File: src/rtl/cbc_pkg.sv
// Shared constants for the boot and reset controller: register indices,
// control-word bit positions and reset values. Assumes 32-bit words.
package cbc_pkg;
    localparam int IDX_CTRL  = 0;
    localparam int IDX_RSTAT = 2;
    localparam int IDX_IMASK = 4;
    localparam int IDX_GPR0  = 6;   // first general-purpose word

    localparam int B_PER1  = 3;     // peripheral 1 soft reset
    localparam int B_PER2  = 12;    // peripheral 2 soft reset
    localparam int B_CRST0 = 13;    // core 0 reset, cores 1..3 follow
    localparam int B_CEN1  = 22;    // core 1 enable, cores 2..3 follow

    localparam logic [31:0] CTRL_INIT  = 32'h0000_0521;
    localparam logic [31:0] RSTAT_INIT = 32'h0000_0001;
    localparam logic [31:0] IMASK_INIT = 32'h0000_001F;

    // Reset value of any word other than the control word.
    function automatic logic [31:0] word_init(input int idx);
        case (idx)
            IDX_RSTAT: return RSTAT_INIT;
            IDX_IMASK: return IMASK_INIT;
            default:   return 32'h0;
        endcase
    endfunction
endpackage

File: src/rtl/cbc_core_track.sv
// Per-core pending tracker. It is set when a request is launched, and the
// next acknowledge clears it. An acknowledge while idle is dropped.
// Assumes launch and ack are synchronous single-cycle strobes.
module cbc_core_track (
    input  logic clk,
    input  logic rst_n,
    input  logic launch,
    input  logic ack,
    output logic pend,
    output logic clr
);
    // an acknowledge is accepted only when a request is outstanding
    assign clr = ack & pend;

    // pending flag: set by launch, dropped by an accepted acknowledge
    always_ff @(posedge clk) begin
        if (!rst_n)      pend <= 1'b0;
        else if (launch) pend <= 1'b1;
        else if (clr)    pend <= 1'b0;
    end

    p_pend_set_r5: assert property (@(posedge clk) disable iff (!rst_n)
        launch |=> pend);
    p_idle_ack_ignored_r10: assert property (@(posedge clk) disable iff (!rst_n)
        (ack && !pend && !launch) |=> !pend);
endmodule

File: src/rtl/cbc_regbank.sv
// Plain storage for words 1..NREG-1 and the combinational read mux.
// Assumes the caller has already decoded writes to non-control words.
module cbc_regbank import cbc_pkg::*; #(
    parameter int DW    = 32,
    parameter int NREG  = 16,
    parameter int NCORE = 4,
    parameter int IDXW  = 10
) (
    input  logic                      clk,
    input  logic                      rst_n,
    input  logic                      wr_en,
    input  logic [IDXW-1:0]           wr_idx,
    input  logic [DW-1:0]             wdata,
    input  logic [IDXW-1:0]           rd_idx,
    input  logic [DW-1:0]             ctrl_q,
    output logic [DW-1:0]             rd_data,
    output logic [NCORE-1:0][DW-1:0]  boot_entry,
    output logic [NCORE-1:0][DW-1:0]  boot_arg
);
    logic [DW-1:0] words [1:NREG-1];

    // storage update: reset values, or the written word at its index
    always_ff @(posedge clk) begin
        for (int j = 1; j < NREG; j++) begin
            if (!rst_n)                              words[j] <= DW'(word_init(j));
            else if (wr_en && wr_idx == IDXW'(j))   words[j] <= wdata;
        end
    end

    // read mux: control word at index 0, stored words above, zero beyond
    always_comb begin
        rd_data = (rd_idx == '0) ? ctrl_q : '0;
        for (int j = 1; j < NREG; j++)
            if (rd_idx == IDXW'(j)) rd_data = words[j];
    end

    // entry/argument pair for each core that has an enable bit
    for (genvar c = 0; c < NCORE; c++) begin : g_pair
        if (c == 0) begin : g_none
            assign boot_entry[c] = '0;
            assign boot_arg[c]   = '0;
        end else begin : g_gpr
            assign boot_entry[c] = words[IDX_GPR0 + 2*c];
            assign boot_arg[c]   = words[IDX_GPR0 + 2*c + 1];
        end
    end
endmodule

File: src/rtl/cbc_ctrl_reg.sv
// Control word with change-mask side effects. Flipped enable bits launch
// power-on or power-off, flipped reset bits launch resets, and peripheral
// bits pulse and store as 0. An accepted acknowledge clears the core's
// reset bit. Assumes one write per cycle at most.
module cbc_ctrl_reg import cbc_pkg::*; #(
    parameter int DW    = 32,
    parameter int NCORE = 4
) (
    input  logic             clk,
    input  logic             rst_n,
    input  logic             wr_en,
    input  logic [DW-1:0]    wdata,
    input  logic [NCORE-1:0] clr,
    output logic [DW-1:0]    ctrl_q,
    output logic [NCORE-1:0] launch,
    output logic [NCORE-1:0] on_fire,
    output logic [NCORE-1:0] rst_pulse,
    output logic [NCORE-1:0] on_pulse,
    output logic [NCORE-1:0] off_pulse,
    output logic [1:0]       periph_pulse
);
    logic [NCORE-1:0] en_chg, en_new, rst_chg;
    logic [DW-1:0]    nxt;

    for (genvar c = 0; c < NCORE; c++) begin : g_core
        if (c == 0) begin : g_noen
            assign en_chg[c] = 1'b0;
            assign en_new[c] = 1'b0;
        end else begin : g_en
            assign en_chg[c] = wr_en & (ctrl_q[B_CEN1+c-1] ^ wdata[B_CEN1+c-1]);
            assign en_new[c] = wdata[B_CEN1+c-1];
        end
        // an enable change takes over the reset bit for this write
        assign rst_chg[c] = wr_en & (ctrl_q[B_CRST0+c] ^ wdata[B_CRST0+c]) & ~en_chg[c];

        p_ack_clears_r5: assert property (@(posedge clk) disable iff (!rst_n)
            (clr[c] && !wr_en) |=> !ctrl_q[B_CRST0+c]);
        p_enable_no_reset_r8: assert property (@(posedge clk) disable iff (!rst_n)
            (on_pulse[c] || off_pulse[c]) |-> !rst_pulse[c]);
        p_on_off_excl_r6: assert property (@(posedge clk) disable iff (!rst_n)
            !(on_pulse[c] && off_pulse[c]));
    end

    assign launch  = en_chg | rst_chg;
    assign on_fire = en_chg & en_new;

    // next control value: written word with peripheral bits dropped, then ack clears
    always_comb begin
        nxt = ctrl_q;
        if (wr_en) begin
            nxt         = wdata;
            nxt[B_PER1] = 1'b0;
            nxt[B_PER2] = 1'b0;
        end
        for (int c = 0; c < NCORE; c++)
            if (clr[c]) nxt[B_CRST0+c] = 1'b0;
    end

    // control word and single-cycle request pulses
    always_ff @(posedge clk) begin
        if (!rst_n) begin
            ctrl_q       <= DW'(CTRL_INIT);
            rst_pulse    <= '0;
            on_pulse     <= '0;
            off_pulse    <= '0;
            periph_pulse <= '0;
        end else begin
            ctrl_q       <= nxt;
            rst_pulse    <= rst_chg;
            on_pulse     <= en_chg & en_new;
            off_pulse    <= en_chg & ~en_new;
            periph_pulse <= {wr_en & wdata[B_PER2], wr_en & wdata[B_PER1]};
        end
    end

    p_periph_zero_r9: assert property (@(posedge clk) disable iff (!rst_n)
        !ctrl_q[B_PER1] && !ctrl_q[B_PER2]);
    p_periph_single_r9: assert property (@(posedge clk) disable iff (!rst_n)
        !wr_en |=> periph_pulse == 2'b00);
endmodule

File: src/rtl/core_boot_ctrl.sv
// Top of the boot and reset controller. It decodes a 4 KiB word-aligned
// register window and wires the control word, the storage and the per-core
// trackers together. The entry address and argument are latched with each
// power-on request. Assumes aligned 32-bit accesses and single-cycle strobes.
module core_boot_ctrl import cbc_pkg::*; #(
    parameter int DW    = 32,
    parameter int AW    = 12,
    parameter int NREG  = 16,
    parameter int NCORE = 4
) (
    input  logic                clk,
    input  logic                rst_n,
    input  logic                bus_valid,
    input  logic                bus_we,
    input  logic [AW-1:0]       bus_addr,
    input  logic [DW-1:0]       bus_wdata,
    output logic [DW-1:0]       bus_rdata,
    input  logic [NCORE-1:0]    core_ack,
    output logic [NCORE-1:0]    core_rst_req,
    output logic [NCORE-1:0]    core_on_req,
    output logic [NCORE*DW-1:0] core_on_entry,
    output logic [NCORE*DW-1:0] core_on_arg,
    output logic [NCORE-1:0]    core_off_req,
    output logic [1:0]          periph_rst
);
    localparam int IDXW = AW - 2;

    logic [IDXW-1:0]          idx;
    logic                     aligned, in_range, wr_ctrl, wr_other;
    logic [DW-1:0]            ctrl_q, rd_word;
    logic [NCORE-1:0]         launch, on_fire, clr, pend;
    logic [NCORE-1:0][DW-1:0] boot_entry, boot_arg;

    assign idx      = bus_addr[AW-1:2];
    assign aligned  = (bus_addr[1:0] == 2'b00);
    assign in_range = aligned && (idx < IDXW'(NREG));
    assign wr_ctrl  = bus_valid && bus_we && in_range && (idx == IDXW'(IDX_CTRL));
    assign wr_other = bus_valid && bus_we && in_range && (idx != IDXW'(IDX_CTRL));
    assign bus_rdata = (bus_valid && !bus_we && in_range) ? rd_word : '0;

    cbc_ctrl_reg #(.DW(DW), .NCORE(NCORE)) u_ctrl (
        .clk(clk), .rst_n(rst_n), .wr_en(wr_ctrl), .wdata(bus_wdata), .clr(clr),
        .ctrl_q(ctrl_q), .launch(launch), .on_fire(on_fire),
        .rst_pulse(core_rst_req), .on_pulse(core_on_req), .off_pulse(core_off_req),
        .periph_pulse(periph_rst)
    );

    cbc_regbank #(.DW(DW), .NREG(NREG), .NCORE(NCORE), .IDXW(IDXW)) u_bank (
        .clk(clk), .rst_n(rst_n), .wr_en(wr_other), .wr_idx(idx), .wdata(bus_wdata),
        .rd_idx(idx), .ctrl_q(ctrl_q), .rd_data(rd_word),
        .boot_entry(boot_entry), .boot_arg(boot_arg)
    );

    for (genvar c = 0; c < NCORE; c++) begin : g_trk
        cbc_core_track u_trk (
            .clk(clk), .rst_n(rst_n), .launch(launch[c]), .ack(core_ack[c]),
            .pend(pend[c]), .clr(clr[c])
        );

        // capture the boot pair at the write that powers the core on
        always_ff @(posedge clk) begin
            if (!rst_n) begin
                core_on_entry[c*DW +: DW] <= '0;
                core_on_arg[c*DW +: DW]   <= '0;
            end else if (on_fire[c]) begin
                core_on_entry[c*DW +: DW] <= boot_entry[c];
                core_on_arg[c*DW +: DW]   <= boot_arg[c];
            end
        end
    end

    p_oob_read_zero_r3: assert property (@(posedge clk) disable iff (!rst_n)
        (bus_valid && !bus_we && !in_range) |-> bus_rdata == '0);
    p_core0_never_on_r6: assert property (@(posedge clk) disable iff (!rst_n)
        !core_on_req[0] && !core_off_req[0]);
    p_req_needs_pending_r5: assert property (@(posedge clk) disable iff (!rst_n)
        (core_rst_req != '0) |-> ((core_rst_req & ~pend) == '0));
endmodule

File: config.mk
export PLATFORM = sky130hd
export DESIGN_NAME = core_boot_ctrl
export DESIGN_NICKNAME = d
export VERILOG_FILES = /design/src/rtl/cbc_pkg.sv /design/src/rtl/cbc_core_track.sv /design/src/rtl/cbc_regbank.sv /design/src/rtl/cbc_ctrl_reg.sv /design/src/rtl/core_boot_ctrl.sv
export SDC_FILE = /design/constraint.sdc
export NUM_CORES = 1
export LEC_CHECK = 0
export ABC_AREA = 1
export BUFFER_PORTS_ARGS = -buffer_cell sky130_fd_sc_hd__clkbuf_2
export CAP_MARGIN = 20
export CELL_PAD_IN_SITES_DETAIL_PLACEMENT = 0
export CELL_PAD_IN_SITES_GLOBAL_PLACEMENT = 1
export CORE_ASPECT_RATIO = 0.5
export CORE_MARGIN = 2
export CORE_UTILIZATION = 49
export CTS_CLUSTER_SIZE = 10
export DETAILED_ROUTE_END_ITERATION = 10
export PLACE_DENSITY_LB_ADDON = 0.1
export SETUP_SLACK_MARGIN = 0.05
export SYNTH_ARGS = -nofsm -noshare
export SYNTH_HDL_FRONTEND = slang
export SYNTH_SLANG_ARGS = --single-unit
File: constraint.sdc
create_clock -name clk -period 8.38 [get_ports clk]
set_input_delay 1.676 -clock clk [delete_from_list [all_inputs] [get_ports clk]]
set_output_delay 1.676 -clock clk [all_outputs]
set_load 0.03 [all_outputs]
Word-level counts from Yosys, hierarchy flattened
Memories as Yosys holds them, arrays and structs flattened.
Index checks and enable logic that the tools add are counted.
Cells by class
  multiplexer cells: 89
  equal/unequal tests: 15
  reductions and logical operators: 34
  magnitude comparators: 1
  bitwise logic cells: 46
Operators with widths (count)
  32-bit 2-to-1 mux: 35
  10-bit by 4-bit equality test with 1-bit output, second input constant: 8
  1-bit 2-to-1 mux: 54
  10-bit by 3-bit equality test with 1-bit output, second input constant: 4
  1-bit logical AND: 22
  10-bit by 2-bit equality test with 1-bit output, second input constant: 2
  1-bit bitwise AND: 16
  1-bit OR: 15
  10-bit by 1-bit equality test with 1-bit output, second input constant: 1
  10-bit logical NOT: 1
  10-bit by 5-bit < comparator with 1-bit output, second input constant: 1
  10-bit nonzero test: 1
  4-bit bitwise AND: 2
  2-bit nonzero test: 4
  2-bit OR reduction: 4
  1-bit XOR: 7
  1-bit inverter: 4
  4-bit inverter: 1
  4-bit OR: 1
  2-bit logical NOT: 1
  1-bit logical NOT: 1
Storage, ports and cells
  memories kept: 1
  register bits: 240
  input bits: 52
  RAM bits: 480
Memory list
  u_bank.words: depth 15, bits a word 32, rd ports 15, clocked after Yosys merged registers in 0, wr ports 15, RTL line cbc_regbank.sv:20  | logic [DW-1:0] words [1:NREG-1];

Logic depth before layout (Yosys ltp)
Gate-level depths: netlist of the first run.
  depth in word-level cells: 18
  mapped depth: 24
  depth with buffers taken out: 24

Hierarchy
Synthesis of the first run repeated with hierarchy kept, for this count alone.
Second synthesis, totals
  cell total of the unflattened synthesis: 3594
  area total of the unflattened synthesis: 33166.8 um^2
By module, submodules not included
  cbc_regbank: times used 1, cells an instance 2147, seq. area each 14413.8 um^2, area an instance 22143.7 um^2
  core_boot_ctrl: times used 1, cells an instance 1195, seq. area each 5124.9 um^2, area an instance 9143.8 um^2
  cbc_ctrl_reg: times used 1, cells an instance 220, seq. area each 840.8 um^2, area an instance 1674.1 um^2
  cbc_core_track: times used 4, cells an instance 8, seq. area each 20.0 um^2, area an instance 51.3 um^2

Worst setup path after synthesis of the first run
Ideal clock, no wire load.
  path type: input-to-reg
  start point: in bus_addr[11]
  end point: reg, netlist name u_bank.words[0][160]
  cell stages on the path: 12
  setup time: 466 ps
  slack: 2569 ps
  arrival time: 5346 ps
  cells stage by stage: or2_1 -> buf_6 -> nor2_8 -> inv_4 -> nor4_2 -> inv_2 -> nor2_2 -> inv_2 -> nor2_2 -> buf_2 -> inv_1 -> o21ai_0
RTL lines
  start: declaration: RTL line core_boot_ctrl.sv:15  | input logic [AW-1:0] bus_addr,

Worst setup path in the final report of the first run
  start point: in bus_addr[9]
  end point: out bus_rdata[20]
On the way
  cells in the longest elaborated chain, start to end: 18
RTL lines
  10-bit logical NOT: RTL line cbc_regbank.sv:32  | rd_data = (rd_idx == '0) ? ctrl_q : '0;
  32-bit 2-to-1 mux: RTL line cbc_regbank.sv:32
  32-bit 2-to-1 mux (15 in series): RTL line cbc_regbank.sv:34  | if (rd_idx == IDXW'(j)) rd_data = words[j];
  32-bit 2-to-1 mux (*): RTL line core_boot_ctrl.sv:39  | assign bus_rdata = (bus_valid && !bus_we && in_range) ? rd_word : '0;
  end: declaration: RTL line core_boot_ctrl.sv:17  | output logic [DW-1:0] bus_rdata,
Mark *: on every way between the ends. The rest lies on a longest branch, timed or not.

==> metrics, run 1 <==
min Tclk post-route=a little over 7000 ps; Routed WL per cell=roughly 24 um; Vias/cell=5.61; arrival time worst endpoint=approximately 5500 ps; Max Cap Violations=0; largest net degree at the start of global routing=approximately 110; Crit path buffers/inverters=6; cell area after synthesis=around 30000 sq um; Worst Path Required=about 6700 ps; antenna violations before repair=1; commonest non-fill, non-tap cell in the layout=nor2_1; RSZ-0062 raised after global routing=no; sequential share of the synthesized area=0.629; Mean Syn Cell Area=~9.4 sq um; Final Hold Vio Count=0; Async SR Flop Fraction=0; Power Internal=around 5.8 mW; vias post-DR=~24000; P&R area growth vs syn=14.5%; sequential share of power=0.522; Clock Path Buffers=3; Comb pwr share=0.039; drt drc=0; critical path launch point type=input port; final wirelength=106000 um; Seq cells post-synth=~720; Post-DRT Antenna Nets=0; switch share=0.229; Place WS=around 1500 ps; Rows=64; die height=between 150 and 200 um; GPL Wtd Cong=0.924; HPWL Detailed=slightly above 70000 um; family with the most delay on the worst path=simple AND/OR/NAND/NOR gates; n_diodes=0; layout cells sized above 1=0.147; worst-path cell chain=clkbuf_2 > nor2_1 > nand2_1 > nor2_8 > inv_4 > nor2_2 > nand2_1 > clkinv_1 > buf_4 > nand2_1 > nand3_1 > o21ai_0 > nand4_1 > o22ai_1 > nand4_1 > o211ai_1 > inv_1 > clkbuf_2; TNS Setup=0 ps; most frequent cells in the layout=nor2_1 (726), edfxtp_1 (480), nand2_1 (356); CTS sink cnt=around 700; worst slew pin tran=about 1200 ps; Clock Pin Slew Worst Setup and Hold Paths=around 50 ps; core box area=about 61000 sq um; Critical Path Fanout Max=16; post-route clock period utilization=0.851; final setup margin=1250 ps; status=finished clean; VDD IR max=between 150 and 200 uV; Leak Pwr=14.7 nW; number of flops mapped to enable cells by yosys=480; Top Ports=approximately 350; pwr/cell area=about 220 nW/um^2; Post-Synthesis Cells=about 3200; CTS tree=built; most used cell, CP=nand2_1; Final Total Pwr=roughly 7.5 mW; # Post-CTS Setup Buffers=0; top_reg_cell synth=edfxtp_1; Worst slew margin=0.190; clock latency on the worst-skew pair=around 620 ps; Final setup viols=0; critical path class=input port to output port; All-Layer GR Usage=0.325; Setup Skew=roughly 19 ps; Max Freq=0.140 GHz; Die ar.=approximately 64000 sq um; switching power of the nets=about 1.7 mW; H-tree levels=3; Root Driver=clkbuf_16; CTS buffer count=81; Synth Warn #=0; hold_buf cts=0; CP max stage delay=550 ps; Die Width=around 360 um; vias in the first global route=about 23000; # resized after CTS=0; initial DRC count=approximately 3300; post-synth cell types=43; Hold Slack=approximately 440 ps; Critical Path Sink Type=output port; Worst path slowest cell=o22ai_1; Initial Utilization=0.497; overflow left after global routing=0; Final Net Count=3513; Initial DRT Pass Iterations=5; fin. max-slew vios=0; first-pass GRT wire length=between 150000 and 200000 um; Clk pwr share=0.438; PortBufs=287; HP Class=flip-flop to flip-flop
[power groups by stage]
stage | Combinational (mW) | Clock [mW] | Sequential (mW)
after CTS | 0.288 | 3.31 | 3.94
after global placement | 0.278 | 0 | 4.01
after detailed placement | 0.288 | 0 | 4.01
final | 0.298 | 3.31 | 3.94
after global routing | 0.310 | 3.46 | 3.95
after floorplan | 0.179 | 0 | 4.00
[routing by layer]
layer,up-vias,part of all wire,track usage
li1,11100,-,-
met3,171,0.11,0.0805
met5,-,0.00012,0
met1,11900,0.42,0.464
met2,1223,0.44,0.487
met4,2,0.031,0.107
[synth_stat cells (all sizes together), types with 13 or more instances]
cell type | count | share of area
buf | 152 | 0.031
nand3 | 67 | 0.011
nand4 | 48 | 0.0099
edfxtp | 480 | 0.47
inv | 302 | 0.037
nor3 | 103 | 0.018
o2111ai | 14 | 0.0040
o211ai | 13 | 0.0032
nor2 | 742 | 0.094
or2 | 19 | 0.0039
nand2 | 360 | 0.045
a21oi | 202 | 0.033
o22ai | 16 | 0.0033
dfxtp | 238 | 0.16
o21ai | 323 | 0.053
clkbuf | 128 | 0.016
[path summary, 6_finish.rpt]
path	from	end	slack (ps)	cells past startpoint
setup reg to reg	u_ctrl.ctrl_q[24]	core_on_entry[105]	5670	8
hold / removal	core_on_entry[124]	core_on_entry[124]	440	2
setup / recovery	bus_addr[9]	bus_rdata[20]	1250	18
hold reg to reg	core_on_entry[124]	core_on_entry[124]	440	2
[registers in the layout, indices dropped and copies added, names as in the netlist]
name and flops:
u_bank.words 480, core_on_arg 96, core_on_entry 96, u_ctrl.ctrl_q 30
g_trk.u_trk.pend 4, u_ctrl.rst_pulse 4, u_ctrl.off_pulse 3, u_ctrl.on_pulse 3
u_ctrl.periph_pulse 2
[worst register-to-register path, cell delays in order (launching register included)]
cell     delay, ps
dfxtp_1        480
nor2_1         180
nand3_2        140
buf_4          590
inv_1          620
buf_4          360
a21oi_1        140
o21ai_0        100
inv_1           50
[final cells by class]
cell class                      count  area, sq um
Tap cell                          825         1030
Fill cell                        5506        26400
Sequential cell                   718        19200
Multi-Input combinational cell   1999         9030
Clock inverter                      2         17.5
Clock buffer                      142         2350
Inverter                          309         1160
Timing Repair Buffer              352         2130
[stage by stage]
step | utilization | instances | instance area [sq um]
6_report | 0.569 | 4347 | 34900
5_1_grt | 0.569 | 4347 | 34900
4_1_cts | 0.567 | 4343 | 34800
3_5_place_dp | 0.529 | 4199 | 32400
3_3_place_gp | 0.526 | 4192 | 32300
2_1_floorplan | - | 3306 | 30700
[kinds of logic (layout without fill, tap and decap cells)]
group | after synthesis | after routing | synth area share
compound gates | 582 | 582 | 0.101
xor+xnor | 1 | 1 | 0.000287
buf+inv | 589 | 805 | 0.0853
flops | 718 | 718 | 0.629
other cells | 1 | 66 | 0.000123
simple gates | 1350 | 1350 | 0.184
Power figures use the tool's default switching activity.
==> inputs of run 2 (changes only) <==
--- a/config.mk
+++ b/config.mk
@@ -13,10 +13,12 @@
 export CORE_ASPECT_RATIO = 0.5
 export CORE_MARGIN = 2
 export CORE_UTILIZATION = 49
+export CTS_BUF_LIST = sky130_fd_sc_hd__clkbuf_16
 export CTS_CLUSTER_SIZE = 10
 export DETAILED_ROUTE_END_ITERATION = 10
 export PLACE_DENSITY_LB_ADDON = 0.1
 export SETUP_SLACK_MARGIN = 0.05
 export SYNTH_ARGS = -nofsm -noshare
 export SYNTH_HDL_FRONTEND = slang
+export SYNTH_HIERARCHICAL = 1
 export SYNTH_SLANG_ARGS = --single-unit
==> run 2 against run 1 <==
  * Count of clock-buffer cells in the layout down 53
  * Final cell count up 9.0%
  * Non-clock buffer count up 26
  * Total power up 7.3%
  * Via count up 8.0%
  * Wire length up 8.0%
  * Area after synthesis up 8.8%
  * Sequential power up 9.1%
  * Flip-flop and latch count up 64
  * Sequential share of layout area up 0.24 points
  * Core utilization down 1.6 points
  * Largest power group unchanged
  * Highest routed layer unchanged
==> metrics, run 2 <==
most frequent cells in the layout=nor2_1 (1119), edfxtp_1 (480), nand2_1 (475) (was nor2_1 (726), edfxtp_1 (480), nand2_1 (356)); Area contributors post-synth=edfxtp_1 (43%), dfxtp_1 (18%), nor2_1 (13%) (was edfxtp_1 (47%), dfxtp_1 (16%), nor2_1 (9.0%)); Top Ports=354 (unchanged); filler cell count=6172 (was 5506); Async SR Flop Fraction=0 (unchanged); TNS Setup=0 ps (unchanged); die height=188 um (was 180 um); VDD IR max=164 uV (was 174 uV); vias in the first global route=24100 (was 22800); Clock Path Buffers=3 (unchanged); commonest non-fill, non-tap cell in the layout=nor2_1 (unchanged); Post-Synthesis Cells=3594 (was 3241); Placed Area=34600 sq um (was 32400 sq um); Final Hold Vio Count=0 (unchanged); HPWL Detailed=74500 um (was 72200 um); cell depth of the worst flop-to-flop path=7 (was 8); worst slew pin tran=1150 ps (was 1210 ps); first-pass GRT wire length=165000 um (was 153000 um); Leak Pwr=16.0 nW (was 14.7 nW); overflow left after global routing=0 (unchanged); All-Layer GR Usage=0.325 (about the same); initial DRC count=3475 (was 3257); Initial Utilization=0.495 (was 0.497); antenna violations before repair=7 (was 1); design area=37100 sq um (was 34900 sq um); Top Registers=u_bank/words x480, core_on_arg x128, core_on_entry x128 (was u_bank.words x480, core_on_arg x96, core_on_entry x96); # Post-CTS Setup Buffers=0 (unchanged); top_reg_cell synth=edfxtp_1 (unchanged); CTS buffer count=88 (was 81); arrival time worst endpoint=5820 ps (was 5460 ps); Commonest cells post-synth=nor2_1 (1125), nand2_1 (486), edfxtp_1 (480) (was nor2_1 (728), edfxtp_1 (480), nand2_1 (357)); Worst Path Required=6700 ps (about the same); Mean Syn Cell Area=9.23 sq um (was 9.40 sq um); Clock Pin Slew Worst Setup and Hold Paths=50 ps (about the same); vias post-DR=26300 (was 24400); RSZ-0062 raised after global routing=no (unchanged); Clk pwr share=0.429 (was 0.438); Comb pwr share=0.040 (was 0.039); status=finished clean (unchanged); GPL Wtd Cong=0.979 (was 0.924); Critical Path Fanout Max=28 (was 16); post-synth cell types=42 (was 43); sequential share of the synthesized area=0.617 (was 0.629); cell area after synthesis=33200 sq um (was 30500 sq um); top-count cell post-synth=nor2_1 (unchanged); Largest register FFs=480 (unchanged); Die ar.=69900 sq um (was 64300 sq um); post-route clock period utilization=0.894 (was 0.851); placed cell count=4586 (was 4199); Worst slew margin=0.235 (was 0.190); min Tclk post-route=7490 ps (was 7130 ps); core box area=67000 sq um (was 61300 sq um); critical path launch point type=input port (unchanged); layout cells sized above 1=0.156 (was 0.147); Rows=67 (was 64); Final Net Count=3831 (was 3513); pwr/cell area=218 nW/um^2 (was 216 nW/um^2); Post-DRT Antenna Nets=0 (unchanged); Die Width=372 um (was 357 um); Initial DRT Pass Iterations=8 (was 5); CTS tree=built (unchanged); final wirelength=115000 um (was 106000 um); Final setup viols=0 (unchanged); Critical Path Sink Type=output port (unchanged); switch share=0.237 (was 0.229); Final Non-Filler Cells=4737 (was 4347); Max Cap Violations=0 (unchanged); number of flops mapped to enable cells by yosys=480 (unchanged); Power Internal=6.18 mW (was 5.82 mW); H-tree levels=3 (unchanged); Max Freq=0.133 GHz (was 0.140 GHz); Synth Warn #=6 (was 0); Setup Skew=18.9 ps (was 19.1 ps); top-area cell type share of the netlist area=0.435 (was 0.473); hold_buf cts=0 (unchanged); clock latency on the worst-skew pair=670 ps (was 620 ps); P&R area growth vs syn=11.8% (was 14.5%); top cell type by total area after synthesis=edfxtp_1 (unchanged); largest net degree at the start of global routing=98 (was 111); critical path class=input port to output port (unchanged); drt drc=0 (unchanged); fin. max-slew vios=0 (unchanged); Seq cells post-synth=782 (was 718); sequential share of power=0.531 (was 0.522); Root Driver=clkbuf_16 (unchanged); PortBufs=351 (was 287); Vias/cell=5.56 (was 5.61); Hold Path Depth=2 (unchanged); HP Class=flip-flop to flip-flop (unchanged); # resized after CTS=0 (unchanged); n_diodes=0 (unchanged); Largest Register=u_bank/words (was u_bank.words); Routed WL per cell=24.2 um (was 24.4 um); switching power of the nets=1.92 mW (was 1.73 mW); CTS sink cnt=782 (was 718)
==> run 2: cell types whose count changed after synthesis, sizes merged, moves of 16 or more <==
| cell | delta |
|---|---|
| a21oi | -128 |
| buf | +75 |
| dfxtp | +64 |
| inv | -103 |
| nand2 | +133 |
| nand3 | +35 |
| nand4 | +17 |
| nor2 | +394 |
| nor3 | -100 |
| o21ai | -16 |
==> run 2: cell type report <==
cell class,count,area [sq um],share of cell area
clock buffers,89,2230,0.0601
multi-input cells,2330,10200,0.276
repair buffers,378,1970,0.0531
inverters,199,759,0.0205
flip-flops and latches,782,20500,0.552
clock inverters,62,290,0.00783
well taps,897,1120,0.0303
==> run 2: critical path, cell delays in order <==
cell      delay [ps]
clkbuf_2         100
nor2_1            50
nand2_2          360
inv_1            240
nand3_2          640
o21ai_0          210
a21oi_1          190
nand4_1          200
a21oi_1          230
nand3_1          320
a221oi_1         500
nand4_1          450
nor2_1           210
nand2_1           80
inv_1             60
nor2_1            40
clkbuf_2         210
==> run 2: power groups by stage <==
stage / clock (mW) / combinational, mW / sequential [mW]
floorplan: 0 / 0.194 / 4.38
detailed placement: 0 / 0.314 / 4.37
global route: 3.68 / 0.345 / 4.31
finish: 3.48 / 0.324 / 4.30
global placement: 0 / 0.312 / 4.37
CTS: 3.52 / 0.315 / 4.29
==> run 2: cell families (layout without fill, tap and decap cells) <==
family / after synthesis / count (layout) / share of synthesized area
flip-flops: 782 / 782 / 0.617
AO/OA/AOI/OAI: 417 / 417 / 0.0702
AND/OR/NAND/NOR: 1844 / 1844 / 0.227
other: 2 / 69 / 0.000226
buffers and inverters: 549 / 728 / 0.0860
==> run 2: metrics by stage <==
step | setup WS (ps) | power [mW] | hold slack [ps] | util
floorplan | 3120 | 4.57 | 430 | -
CTS | 1040 | 8.12 | 463 | 0.553
detailed placement | 1030 | 4.69 | 449 | 0.516
finish | 885 | 8.10 | 463 | 0.553
global placement | 966 | 4.69 | 452 | 0.516
global route | 530 | 8.33 | 491 | 0.553
==> run 2: final timing paths <==
check,from,to,slack (ps)
worst max-delay path,bus_addr[7],bus_rdata[13],890
worst min register to register,u_ctrl/ctrl_q[5],u_ctrl/ctrl_q[5],460
worst min-delay path,u_ctrl/ctrl_q[5],u_ctrl/ctrl_q[5],460
worst max register to register,u_ctrl/ctrl_q[22],core_on_arg[35],6110
==> run 2: metal layers <==
metal	GRT usage	share of wire
met1	0.472	0.42
met2	0.464	0.42
met3	0.101	0.12
met4	0.0951	0.028
met5	0	0.00020
